--- src/rtl/cfm_pkg.sv ---
package cfm_pkg;
  localparam int NUM_MON = 4;

  typedef struct packed {
    logic c2_ran;
    logic c2_ptr;
    logic c1_fail;
    logic c1_err;
  } cfm_flags_t;
endpackage

--- src/rtl/cfm_flag_encode.sv ---
module cfm_flag_encode
  import cfm_pkg::*;
#(
  parameter int ERR_W      = 3,
  parameter int PTR_W      = 5,
  parameter int C1_FIX_MAX = 2
) (
  input  logic [ERR_W-1:0] c1_err_cnt_i,
  input  logic [PTR_W-1:0] c2_ptr_cnt_i,
  input  logic             c2_run_i,
  output cfm_flags_t       flags_o
);
  localparam logic [ERR_W-1:0] FixLim = ERR_W'(C1_FIX_MAX);

  always_comb begin
    flags_o.c1_err  = (c1_err_cnt_i != '0);
    flags_o.c1_fail = (c1_err_cnt_i > FixLim);
    flags_o.c2_ptr  = (c2_ptr_cnt_i != '0);
    flags_o.c2_ran  = c2_run_i;
  end
endmodule

--- src/rtl/cfm_release_timer.sv ---
module cfm_release_timer #(
  parameter int RELEASE_TICKS = 2
) (
  input  logic clk,
  input  logic rst_n,
  input  logic frame_clk_i,
  input  logic tick_i,
  input  logic cancel_i,
  output logic release_o
);
  localparam int CNT_W = (RELEASE_TICKS < 2) ? 1 : $clog2(RELEASE_TICKS);
  localparam logic [CNT_W-1:0] LastCnt = CNT_W'(RELEASE_TICKS - 1);

  logic             frame_q;
  logic             armed_q;
  logic [CNT_W-1:0] cnt_q;
  logic             fall;

  assign fall      = frame_q & ~frame_clk_i;
  assign release_o = armed_q & tick_i & (cnt_q == LastCnt) & ~cancel_i;

  always_ff @(posedge clk or negedge rst_n) begin
    if (!rst_n) begin
      frame_q <= 1'b0;
      armed_q <= 1'b0;
      cnt_q   <= '0;
    end else begin
      frame_q <= frame_clk_i;
      if (cancel_i) begin
        armed_q <= 1'b0;
        cnt_q   <= '0;
      end else if (release_o) begin
        armed_q <= 1'b0;
        cnt_q   <= '0;
      end else if (fall) begin
        armed_q <= 1'b1;
        cnt_q   <= '0;
      end else if (armed_q && tick_i) begin
        cnt_q <= cnt_q + 1'b1;
      end
    end
  end

  AST_CNT_BOUND: assert property (@(posedge clk) disable iff (!rst_n)
    armed_q |-> (int'(cnt_q) < RELEASE_TICKS));
  AST_CANCEL_DISARMS: assert property (@(posedge clk) disable iff (!rst_n)
    cancel_i |=> !armed_q);
  AST_FALL_RESTARTS: assert property (@(posedge clk) disable iff (!rst_n)
    (fall && !cancel_i && !release_o) |=> (armed_q && cnt_q == '0));
endmodule

--- src/rtl/cfm_flag_hold.sv ---
module cfm_flag_hold
  import cfm_pkg::*;
(
  input  logic       clk,
  input  logic       rst_n,
  input  logic       load_i,
  input  cfm_flags_t flags_i,
  input  logic       release_i,
  output cfm_flags_t flags_o
);
  cfm_flags_t flags_q;

  always_ff @(posedge clk or negedge rst_n) begin
    if (!rst_n)         flags_q <= '0;
    else if (load_i)    flags_q <= flags_i;
    else if (release_i) flags_q <= '0;
  end

  assign flags_o = flags_q;

  AST_HOLD_STABLE: assert property (@(posedge clk) disable iff (!rst_n)
    (!load_i && !release_i) |=> $stable(flags_q));
  AST_CLEAR_ON_RELEASE: assert property (@(posedge clk) disable iff (!rst_n)
    (release_i && !load_i) |=> (flags_q == '0));
endmodule

--- src/rtl/corr_flag_monitor.sv ---
module corr_flag_monitor
  import cfm_pkg::*;
#(
  parameter int ERR_W         = 3,
  parameter int PTR_W         = 5,
  parameter int C1_FIX_MAX    = 2,
  parameter int RELEASE_TICKS = 2
) (
  input  logic             clk,
  input  logic             rst_n,
  input  logic             mon_tick_i,
  input  logic             frame_clk_i,
  input  logic             corr_done_i,
  input  logic [ERR_W-1:0] c1_err_cnt_i,
  input  logic [PTR_W-1:0] c2_ptr_cnt_i,
  input  logic             c2_run_i,
  input  logic             data_sel_i,
  input  logic [3:0]       audio_bits_i,
  output logic [3:0]       pin_o,
  output logic             c2_flag_o
);
  cfm_flags_t new_flags;
  cfm_flags_t held_flags;
  logic       release_pulse;

  cfm_flag_encode #(
    .ERR_W(ERR_W), .PTR_W(PTR_W), .C1_FIX_MAX(C1_FIX_MAX)
  ) u_encode (
    .c1_err_cnt_i(c1_err_cnt_i),
    .c2_ptr_cnt_i(c2_ptr_cnt_i),
    .c2_run_i    (c2_run_i),
    .flags_o     (new_flags)
  );

  cfm_release_timer #(.RELEASE_TICKS(RELEASE_TICKS)) u_timer (
    .clk        (clk),
    .rst_n      (rst_n),
    .frame_clk_i(frame_clk_i),
    .tick_i     (mon_tick_i),
    .cancel_i   (corr_done_i),
    .release_o  (release_pulse)
  );

  cfm_flag_hold u_hold (
    .clk      (clk),
    .rst_n    (rst_n),
    .load_i   (corr_done_i),
    .flags_i  (new_flags),
    .release_i(release_pulse),
    .flags_o  (held_flags)
  );

  assign c2_flag_o = held_flags.c2_ptr & held_flags.c2_ran;
  assign pin_o     = data_sel_i ? audio_bits_i : held_flags;

  AST_C2FL_SOURCE: assert property (@(posedge clk) disable iff (!rst_n)
    $rose(c2_flag_o) |-> $past(corr_done_i && c2_run_i && (c2_ptr_cnt_i != '0)));
  AST_AUDIO_PASS: assert property (@(posedge clk) disable iff (!rst_n)
    data_sel_i |-> (pin_o == audio_bits_i));
endmodule

--- config.mk ---
export PLATFORM = sky130hd
export DESIGN_NAME = corr_flag_monitor
export DESIGN_NICKNAME = d
export VERILOG_FILES = /design/src/rtl/cfm_pkg.sv /design/src/rtl/cfm_flag_encode.sv /design/src/rtl/cfm_release_timer.sv /design/src/rtl/cfm_flag_hold.sv /design/src/rtl/corr_flag_monitor.sv
export SDC_FILE = /design/constraint.sdc
export NUM_CORES = 1
export LEC_CHECK = 0
export BUFFER_PORTS_ARGS = -buffer_cell sky130_fd_sc_hd__buf_2
export CAP_MARGIN = 20
export CORE_AREA = 2 2 39 41
export CTS_BUF_LIST = sky130_fd_sc_hd__clkbuf_8
export DETAILED_ROUTE_END_ITERATION = 8
export DIE_AREA = 0 0 41 43
export GPL_ROUTABILITY_DRIVEN = 0
export PLACE_DENSITY_LB_ADDON = 0.12
export SYNTH_ARGS = -nofsm -noshare
export SYNTH_HDL_FRONTEND = slang
export SYNTH_SLANG_ARGS = --single-unit
--- constraint.sdc ---
create_clock -name clk -period 1.1 [get_ports clk]
set_input_delay 0.11 -clock clk [delete_from_list [all_inputs] [get_ports clk]]
set_output_delay 0.11 -clock clk [all_outputs]
set_load 0.05 [all_outputs]
==> results of run 1 <==
power by group through the flow:
stage / clock network (mW) / logic [mW] / registers, mW
2_1_floorplan: 0 / 0.104 / 0.287
3_3_place_gp: 0 / 0.168 / 0.290
3_5_place_dp: 0 / 0.167 / 0.290
4_1_cts: 0.350 / 0.220 / 0.286
5_1_grt: 0.374 / 0.235 / 0.288
6_report: 0.340 / 0.219 / 0.287
routing by layer:
metal / track usage (%) / part of all wire, % / vias to the layer above
met4: 2.00 / 0 / 0
met3: 6.28 / 10 / 0
li1: - / - / 168
met1: 11.4 / 41 / 156
met2: 14.7 / 49 / 15
met5: 0 / 0 / -
critical path, delay by kind of cell (launching register included):
kind	cells	cell delay, ps
DFF	1	380
muxes	1	280
buffers and inverters	1	150
synth_stat cells (all sizes together):
library cell,instances
o21a,1
nor4,1
and2,1
a31oi,2
o31ai,1
xor2,1
inv,1
nor3,1
nand3,1
a21oi,1
dfrtp,7
a21o,1
a22o,2
nand2,3
mux2,4
nor2b,1
cell type report:
class	instances	area, um2	area share (%)
sequential	7	175	29.0
timing repair buffer	27	186	30.8
tap	16	20.0	3.31
clock inverter	1	3.75	0.621
clock buffer	3	41.3	6.83
multi-input combinational	21	174	28.8
inverter	1	3.75	0.621
worst min-delay path by stage:
stage / to / slack [ps] / start / cells after the start
after floorplan: u_hold.flags_o[0]$_DFFE_PN0N_ / -190 / rst_n / 0
after global placement: u_hold.flags_o[1]$_DFFE_PN0N_ / -40 / rst_n / 1
after detailed placement: u_hold.flags_o[1]$_DFFE_PN0N_ / -50 / rst_n / 1
after CTS: u_timer.frame_q$_DFF_PN0_ / 9 / frame_clk_i / 1
after global routing: u_timer.frame_q$_DFF_PN0_ / 10 / frame_clk_i / 1
final: u_timer.frame_q$_DFF_PN0_ / 10 / frame_clk_i / 1
stage by stage:
stage | hold slack [ps] | setup slack (ps)
finish | 9.78 | -43.0
global route | 10.0 | -81.0
CTS | 8.66 | -42.9
detailed placement | -49.3 | 139
global placement | -44.8 | 143
floorplan | -186 | 153
what timing repair did:
item,CTS,global route
hold endpoints to repair,7,0
endpoints found under the setup margin,4,5
hold buffers,1,0
resized for setup,14,2
setup buffers,3,0
sequential cells by signal, summed over array words and instances (netlist names):
register and count:
u_hold.flags_o 4, u_timer.armed_q 1, u_timer.cnt_q 1, u_timer.frame_q 1
cell families (layout without fill, tap and decap cells):
family | Yosys count | in the layout | synth area share [%]
xor gates and xnor gates | 1 | 1 | 2.56
AOI/OAI and AO/OA | 8 | 8 | 18.7
buffers and inverters | 1 | 32 | 1.10
and+or+nand+nor | 8 | 8 | 13.2
DFF | 7 | 7 | 51.3
muxes | 4 | 4 | 13.2
==> reports/qor.yml, run 1 <==
power_density_nw_per_um2: 1400
ys_warn_count: 0
vias: 339
path_cells: "mux2_2 -> buf_6"
r2r_end: "u_hold.flags_o[1]$_DFFE_PN0N_"
ir_worst_vdd_v: 0.000956
layout_common_cells: "buf_2 (18), dfrtp_1 (7), buf_4 (4)"
die_w_um: 41
start_util_pct: 24.7
setup_viol: 4
seq_area_frac_synth_pct: 51.3
htreeDepth: 1
fin_nets: 80
worstSetupEndpointType: "output port"
cap_violations: 0
swShare_pct: 26.4
cts_buffers: 3
drc: 0
fill_cells: 135
synth_top_area_cell: "dfrtp_1"
grt_pass1_vias: 305
layout-drive-gt1-share_pct: 58.3
worstPathRequired_ps: 990
cts.clk_slew.worst_paths_ps: 40
grt_max_degree: 8
tns_ps: -144
yosys_register_bits: 7
tritoncts: "yes"
ioPinCount: 24
drt_iter0_markers: 8
crit_path_max_fanout: 3
relSlewSlack_pct: 82.7
fin_area_um2: 604
drtPass1Iterations: 3
wl_per_cell_um: 10.1
total_power_mw: 0.846
track_usage_pct: 9.76
clk_latency_ps: 220
reg2reg_depth: 2
grt_antenna_before_repair: 0
ys_types: 18
reg2reg_from: "u_timer.cnt_q$_DFFE_PN0P_"
coreArea_um2: 1380
stdcell_count: 76
worstMarginPinSlew_ps: 259
violations: "negative setup slack"
clk_path_buf_depth: 2
diodes: 0
syn_area_um2: 342
finalHoldViolations: 0
cts_root_buf: "clkbuf_8"
synthTopCellsByArea: "dfrtp_1 (51%), mux2_1 (6.6%), mux2_2 (6.6%)"
p_int_mw: 0.623
power.share.sequential_pct: 33.9
dp.cells: 68
die_h_um: 43
grt_overflow: 0
hold_path.class: "input port to flip-flop"
crit_path_start_kind: "flip-flop"
clock_skew_ps: 1.91
portBuffers: 23
p_switching_mw: 0.223
area_growth_pct: 76.9
row_count: 14
syn_nets: 48
postSynthAreaPerCell_um2: 11.8
combPwrFrac_pct: 25.9
period_share_pct: 104
grt_pass1_wl_um: 1130
p_leak_nw: 0.305
crit_path_end: "pin_o[3]"
reg2reg_slack_ps: 170
status: "finished, violations left"
die-area_um2: 1760
placed_area_um2: 477
cp_slowest_cell: "dfrtp_1"
critPathLaunch: "u_hold.flags_o[3]$_DFFE_PN0N_"
detail_route.vias_per_cell: 4.46
slowest_delay_ps: 380
crit_type: "flip-flop to output port"
min_period_ps: 1140
critPathArrivalTime_ps: 1030
synthCells: 29
cts_sinks: 7
fmax_mhz: 875
fin_util_pct: 43.7
clock_power_share_pct: 40.2
postLayoutSetupSlackWorst_ps: -43.0
drt.antenna.violating_nets: 0
routed_wirelength_um: 764
layout_commonest_cell: "buf_2"
drv_slew: 0
rsz0062_at_grt: "true"
synthDominantCellAreaShare_pct: 51.3
Power figures use the tool's default switching activity.
==> run 2: changes to the inputs <==
--- a/config.mk
+++ b/config.mk
@@ -6,11 +6,12 @@
 export NUM_CORES = 1
 export LEC_CHECK = 0
 export BUFFER_PORTS_ARGS = -buffer_cell sky130_fd_sc_hd__buf_2
-export CAP_MARGIN = 20
-export CORE_AREA = 2 2 39 41
+export CELL_PAD_IN_SITES_DETAIL_PLACEMENT = 1
+export CELL_PAD_IN_SITES_GLOBAL_PLACEMENT = 2
+export CORE_MARGIN = 1.5
+export CORE_UTILIZATION = 22
 export CTS_BUF_LIST = sky130_fd_sc_hd__clkbuf_8
 export DETAILED_ROUTE_END_ITERATION = 8
-export DIE_AREA = 0 0 41 43
 export GPL_ROUTABILITY_DRIVEN = 0
 export PLACE_DENSITY_LB_ADDON = 0.12
 export SYNTH_ARGS = -nofsm -noshare
==> run 2 against run 1 <==
The flow still finishes with violations (negative setup slack); critical path type unchanged; register-to-register slack worse by 20 ps; clock-buffer cell count is the same; core utilization is 1.1 points lower; global-route usage grew 3.4 points; worst hold slack worse by 2.1 ps; cell count increased by 3.9%.
==> reports/qor.yml, run 2 (synthesis gave the netlist of run 1 again) <==
layout_commonest_cell: "buf_2"
clock_skew_ps: 3.09
grt_pass1_wl_um: 1730
dp_hpwl_um: 749
total_power_mw: 0.873
power_density_nw_per_um2: 1390
p_int_mw: 0.632
clock_power_share_pct: 40.3
period_share_pct: 105
layout_common_cells: "buf_2 (18), buf_4 (7), dfrtp_1 (7)"
rsz0062_at_grt: "true"
cts.clk_slew.worst_paths_ps: 40
die_h_um: 42.4
htreeDepth: 1
clk_path_buf_depth: 2
grt_antenna_before_repair: 0
ioPinCount: 24
grt_max_degree: 8
power.share.sequential_pct: 32.9
status: "finished, violations left"
crit_path_max_fanout: 3
area_growth_pct: 83.5
fmax_mhz: 868
drtPass1Iterations: 2
row_count: 14
grt_pass1_vias: 393
tritoncts: "yes"
hold_path.class: "input port to flip-flop"
finalHoldViolations: 0
start_util_pct: 23.2
fill_cells: 175
diodes: 0
cap_violations: 0
p_leak_nw: 0.319
detail_route.vias_per_cell: 4.59
portBuffers: 23
clk_latency_ps: 230
violations: "negative setup slack"
drt_iter0_markers: 5
largest_register_ff_count: 4
layout-drive-gt1-share_pct: 60.3
die-area_um2: 1800
crit_type: "flip-flop to output port"
fin_util_pct: 42.6
die_w_um: 42.4
critPathArrivalTime_ps: 1040
swShare_pct: 27.6
relSlewSlack_pct: 81.1
drc: 0
combPwrFrac_pct: 26.8
grt_overflow: 0
coreArea_um2: 1470
fin_nets: 83
wl_per_cell_um: 12.8
worstPathRequired_ps: 990
setup_viol: 4
cts_sinks: 7
crit_path_start_kind: "flip-flop"
drt.antenna.violating_nets: 0
min_period_ps: 1150
routed_wirelength_um: 1010
p_switching_mw: 0.241
ir_worst_vdd_v: 0.000521
worstSetupEndpointType: "output port"
vias: 363
cts_root_buf: "clkbuf_8"
track_usage_pct: 13.2
cts_buffers: 3
postLayoutSetupSlackWorst_ps: -51.4
drv_slew: 0
worstMarginPinSlew_ps: 281
==> run 2: changes by cell type in the layout (fill, tap and decap cells not counted) <==
cell,change
buf_4,+3
==> run 2: metrics by stage <==
stage | cell area (um2) | instances | setup TNS [ps] | hold WS, ps | setup slack [ps]
floorplan | 342 | 29 | 0 | -186 | 153
global placement | 477 | 68 | 0 | -50.3 | 146
detailed placement | 477 | 68 | 0 | -41.7 | 128
CTS | 609 | 77 | -184 | 2.60 | -51.4
global route | 627 | 79 | -300 | 7.41 | -83.5
finish | 627 | 79 | -179 | 7.67 | -51.4
==> run 2: power by group through the flow <==
stage                     Clock [mW]  Combinational, mW  Sequential, mW
after floorplan                    0              0.104           0.287
after global placement             0              0.164           0.290
after detailed placement           0              0.171           0.291
after CTS                      0.365              0.228           0.287
after global routing           0.387              0.249           0.289
final                          0.352              0.234           0.287
==> run 2: layout make-up <==
type / instances / area, um2 / area share [%]
Clock buffer: 3 / 41.3 / 6.59
Timing Repair Buffer: 30 / 209 / 33.3
Clock inverter: 1 / 3.75 / 0.599
Sequential cell: 7 / 175 / 27.9
Tap cell: 16 / 20.0 / 3.19
Inverter: 1 / 3.75 / 0.599
Multi-Input combinational cell: 21 / 174 / 27.7
==> run 2: timing repair <==
item                                   in CTS  in global routing
setup endpoints to repair                   4                  5
setup buffers                               4                  2
hold buffers                                1                  0
resized for setup                          14                  2
endpoints found under the hold margin       7                  0
==> run 2: path summary, 6_finish.rpt <==
kind,from,endpoint,slack (ps),cells after the start
worst min-delay path,frame_clk_i,u_timer.frame_q$_DFF_PN0_,8,1
worst min register to register,u_timer.armed_q$_DFFE_PN0P_,u_timer.armed_q$_DFFE_PN0P_,560,1
max in group asynchronous,rst_n,u_timer.cnt_q$_DFFE_PN0P_,680,2
min in group asynchronous,rst_n,u_hold.flags_o[2]$_DFFE_PN0N_,250,2
worst max-delay path,u_hold.flags_o[2]$_DFFE_PN0N_,pin_o[2],-50,2
worst max register to register,u_timer.cnt_q$_DFFE_PN0P_,u_hold.flags_o[3]$_DFFE_PN0N_,150,2
==> run 2: layer usage <==
| metal | GRT usage, % | up-vias | wire length (um) |
|---|---|---|---|
| met5 | 0 | - | 0 |
| met4 | 7.50 | 0 | 6 |
| li1 | - | 174 | - |
| met3 | 5.60 | 2 | 84 |
| met1 | 14.2 | 169 | 405 |
| met2 | 21.5 | 18 | 517 |
==> run 2: critical path, cell delays in order, from the launching register on <==
cell	delay [ps]
dfrtp_1	380
mux2_4	280
buf_8	150
==> run 3: changes to the inputs <==
--- a/config.mk
+++ b/config.mk
@@ -5,12 +5,13 @@
 export SDC_FILE = /design/constraint.sdc
 export NUM_CORES = 1
 export LEC_CHECK = 0
-export BUFFER_PORTS_ARGS = -buffer_cell sky130_fd_sc_hd__buf_2
+export BUFFER_PORTS_ARGS = -buffer_cell sky130_fd_sc_hd__buf_4
 export CELL_PAD_IN_SITES_DETAIL_PLACEMENT = 1
 export CELL_PAD_IN_SITES_GLOBAL_PLACEMENT = 2
 export CORE_MARGIN = 1.5
 export CORE_UTILIZATION = 22
 export CTS_BUF_LIST = sky130_fd_sc_hd__clkbuf_8
+export CTS_CLUSTER_SIZE = 12
 export DETAILED_ROUTE_END_ITERATION = 8
 export GPL_ROUTABILITY_DRIVEN = 0
 export PLACE_DENSITY_LB_ADDON = 0.12
==> run 3 against run 2 <==
The flow still finishes with violations (negative setup slack); combinational power rose by 3%; clock skew fell by 2.7 ps; maximum frequency rose by 0.77%; non-clock buffer count fell by 2; via count fell by 3.0%; setup slack improved by 8.8 ps; sequential power barely moved; largest cell class unchanged.
==> reports/qor.yml, run 3 (synthesis gave the netlist of run 1 again) <==
layout_commonest_cell: "buf_4"
die_h_um: 42.4
rsz0062_at_grt: "true"
layout_common_cells: "buf_4 (22), dfrtp_1 (7)"
drt_iter0_markers: 1
vias: 352
fin_area_um2: 652
layout-drive-gt1-share_pct: 57.4
row_count: 14
status: "finished, violations left"
tritoncts: "yes"
crit_path_max_fanout: 2
finalHoldViolations: 0
drt.antenna.violating_nets: 0
min_period_ps: 1140
die-area_um2: 1800
largest_register_ff_count: 4
area_growth_pct: 90.8
grt_overflow: 0
fill_cells: 168
hold_depth: 3
slowest_delay_ps: 370
postLayoutSetupSlackWorst_ps: -42.7
portBuffers: 23
routed_wirelength_um: 952
clk_latency_ps: 220
detail_route.vias_per_cell: 4.57
setup_viol: 4
place_ws_ps: 133
clk_path_buf_depth: 2
drtPass1Iterations: 2
drc: 0
tns_ps: -159
crit_type: "flip-flop to output port"
cp_slowest_cell: "dfrtp_1"
cts.clk_slew.worst_paths_ps: 40
clock_skew_ps: 0.392
wl_per_cell_um: 12.4
cts_buffers: 3
relSlewSlack_pct: 81.3
violations: "negative setup slack"
worstMarginPinSlew_ps: 279
ir_worst_vdd_v: 0.000864
ioPinCount: 24
start_util_pct: 23.2
fin_util_pct: 44.3
drv_slew: 0
coreArea_um2: 1470
stdcell_count: 77
dp.cells: 68
fin_nets: 81
critPathArrivalTime_ps: 1030
cts_sinks: 7
worstSetupEndpointType: "output port"
grt_max_degree: 8
grt_antenna_before_repair: 0
htreeDepth: 1
diodes: 0
reg2reg_depth: 2
grt_pass1_vias: 358
hold_ws_ps: 113
cts_root_buf: "clkbuf_8"
worstPathRequired_ps: 990
crit_path_start_kind: "flip-flop"
total_power_mw: 0.880
path_cells: "mux2_4 -> buf_8"
grt_pass1_wl_um: 1540
power_density_nw_per_um2: 1350
period_share_pct: 104
dp_hpwl_um: 725
hold_path.class: "input port to flip-flop"
cap_violations: 0
die_w_um: 42.4
fmax_mhz: 875
track_usage_pct: 11.9
placed_area_um2: 534
p_leak_nw: 0.323
==> run 3: changes by cell type in the layout (fill, tap and decap cells not counted), sizes merged <==
cell	delta
buf	-3
dlygate4sd3	+1
==> run 3: metal layers <==
layer / part of all wire, % / up-vias / track usage, %
met5: 0 / - / 0
met4: 0 / 0 / 7.50
met3: 8.4 / 0 / 3.02
met2: 52 / 16 / 20.3
met1: 39 / 164 / 13.1
li1: - / 172 / -
==> run 3: power by group <==
part	switching, mW	internal [mW]
Clock	0.111	0.241
Sequential	0.0113	0.276
Combinational	0.116	0.125
==> run 3: worst paths after layout <==
kind / startpoint / end / slack [ps]
worst min register to register: u_timer.armed_q$_DFFE_PN0P_ / u_timer.armed_q$_DFFE_PN0P_ / 560
worst max-delay path: u_hold.flags_o[0]$_DFFE_PN0N_ / pin_o[0] / -40
max in group asynchronous: rst_n / u_hold.flags_o[1]$_DFFE_PN0N_ / 750
min in group asynchronous: rst_n / u_hold.flags_o[2]$_DFFE_PN0N_ / 230
worst max register to register: u_timer.cnt_q$_DFFE_PN0P_ / u_hold.flags_o[1]$_DFFE_PN0N_ / 130
worst min-delay path: c1_err_cnt_i[2] / u_hold.flags_o[0]$_DFFE_PN0N_ / 110
==> run 3: worst max-delay path: cells and delay by family, from the launching register on <==
kind / cells / cell delay (ps)
buffers and inverters: 1 / 150
flip-flops: 1 / 370
multiplexers: 1 / 280
==> run 3: what timing repair did <==
item	4_1_cts	5_1_grt
endpoints found under the hold margin	8	0
endpoints found under the setup margin	4	4
hold buffers	2	0
setup buffers	1	2
gates resized for setup	8	0
==> run 3: area by class of cell <==
| cell class | count | area (um2) | share of cell area (%) |
|---|---|---|---|
| clock inverter | 1 | 3.75 | 0.576 |
| sequential | 7 | 175 | 26.9 |
| tap | 16 | 20.0 | 3.07 |
| clock buffer | 3 | 41.3 | 6.33 |
| inverter | 1 | 3.75 | 0.576 |
| multi-input combinational | 21 | 174 | 26.7 |
| timing repair buffer | 28 | 234 | 35.9 |
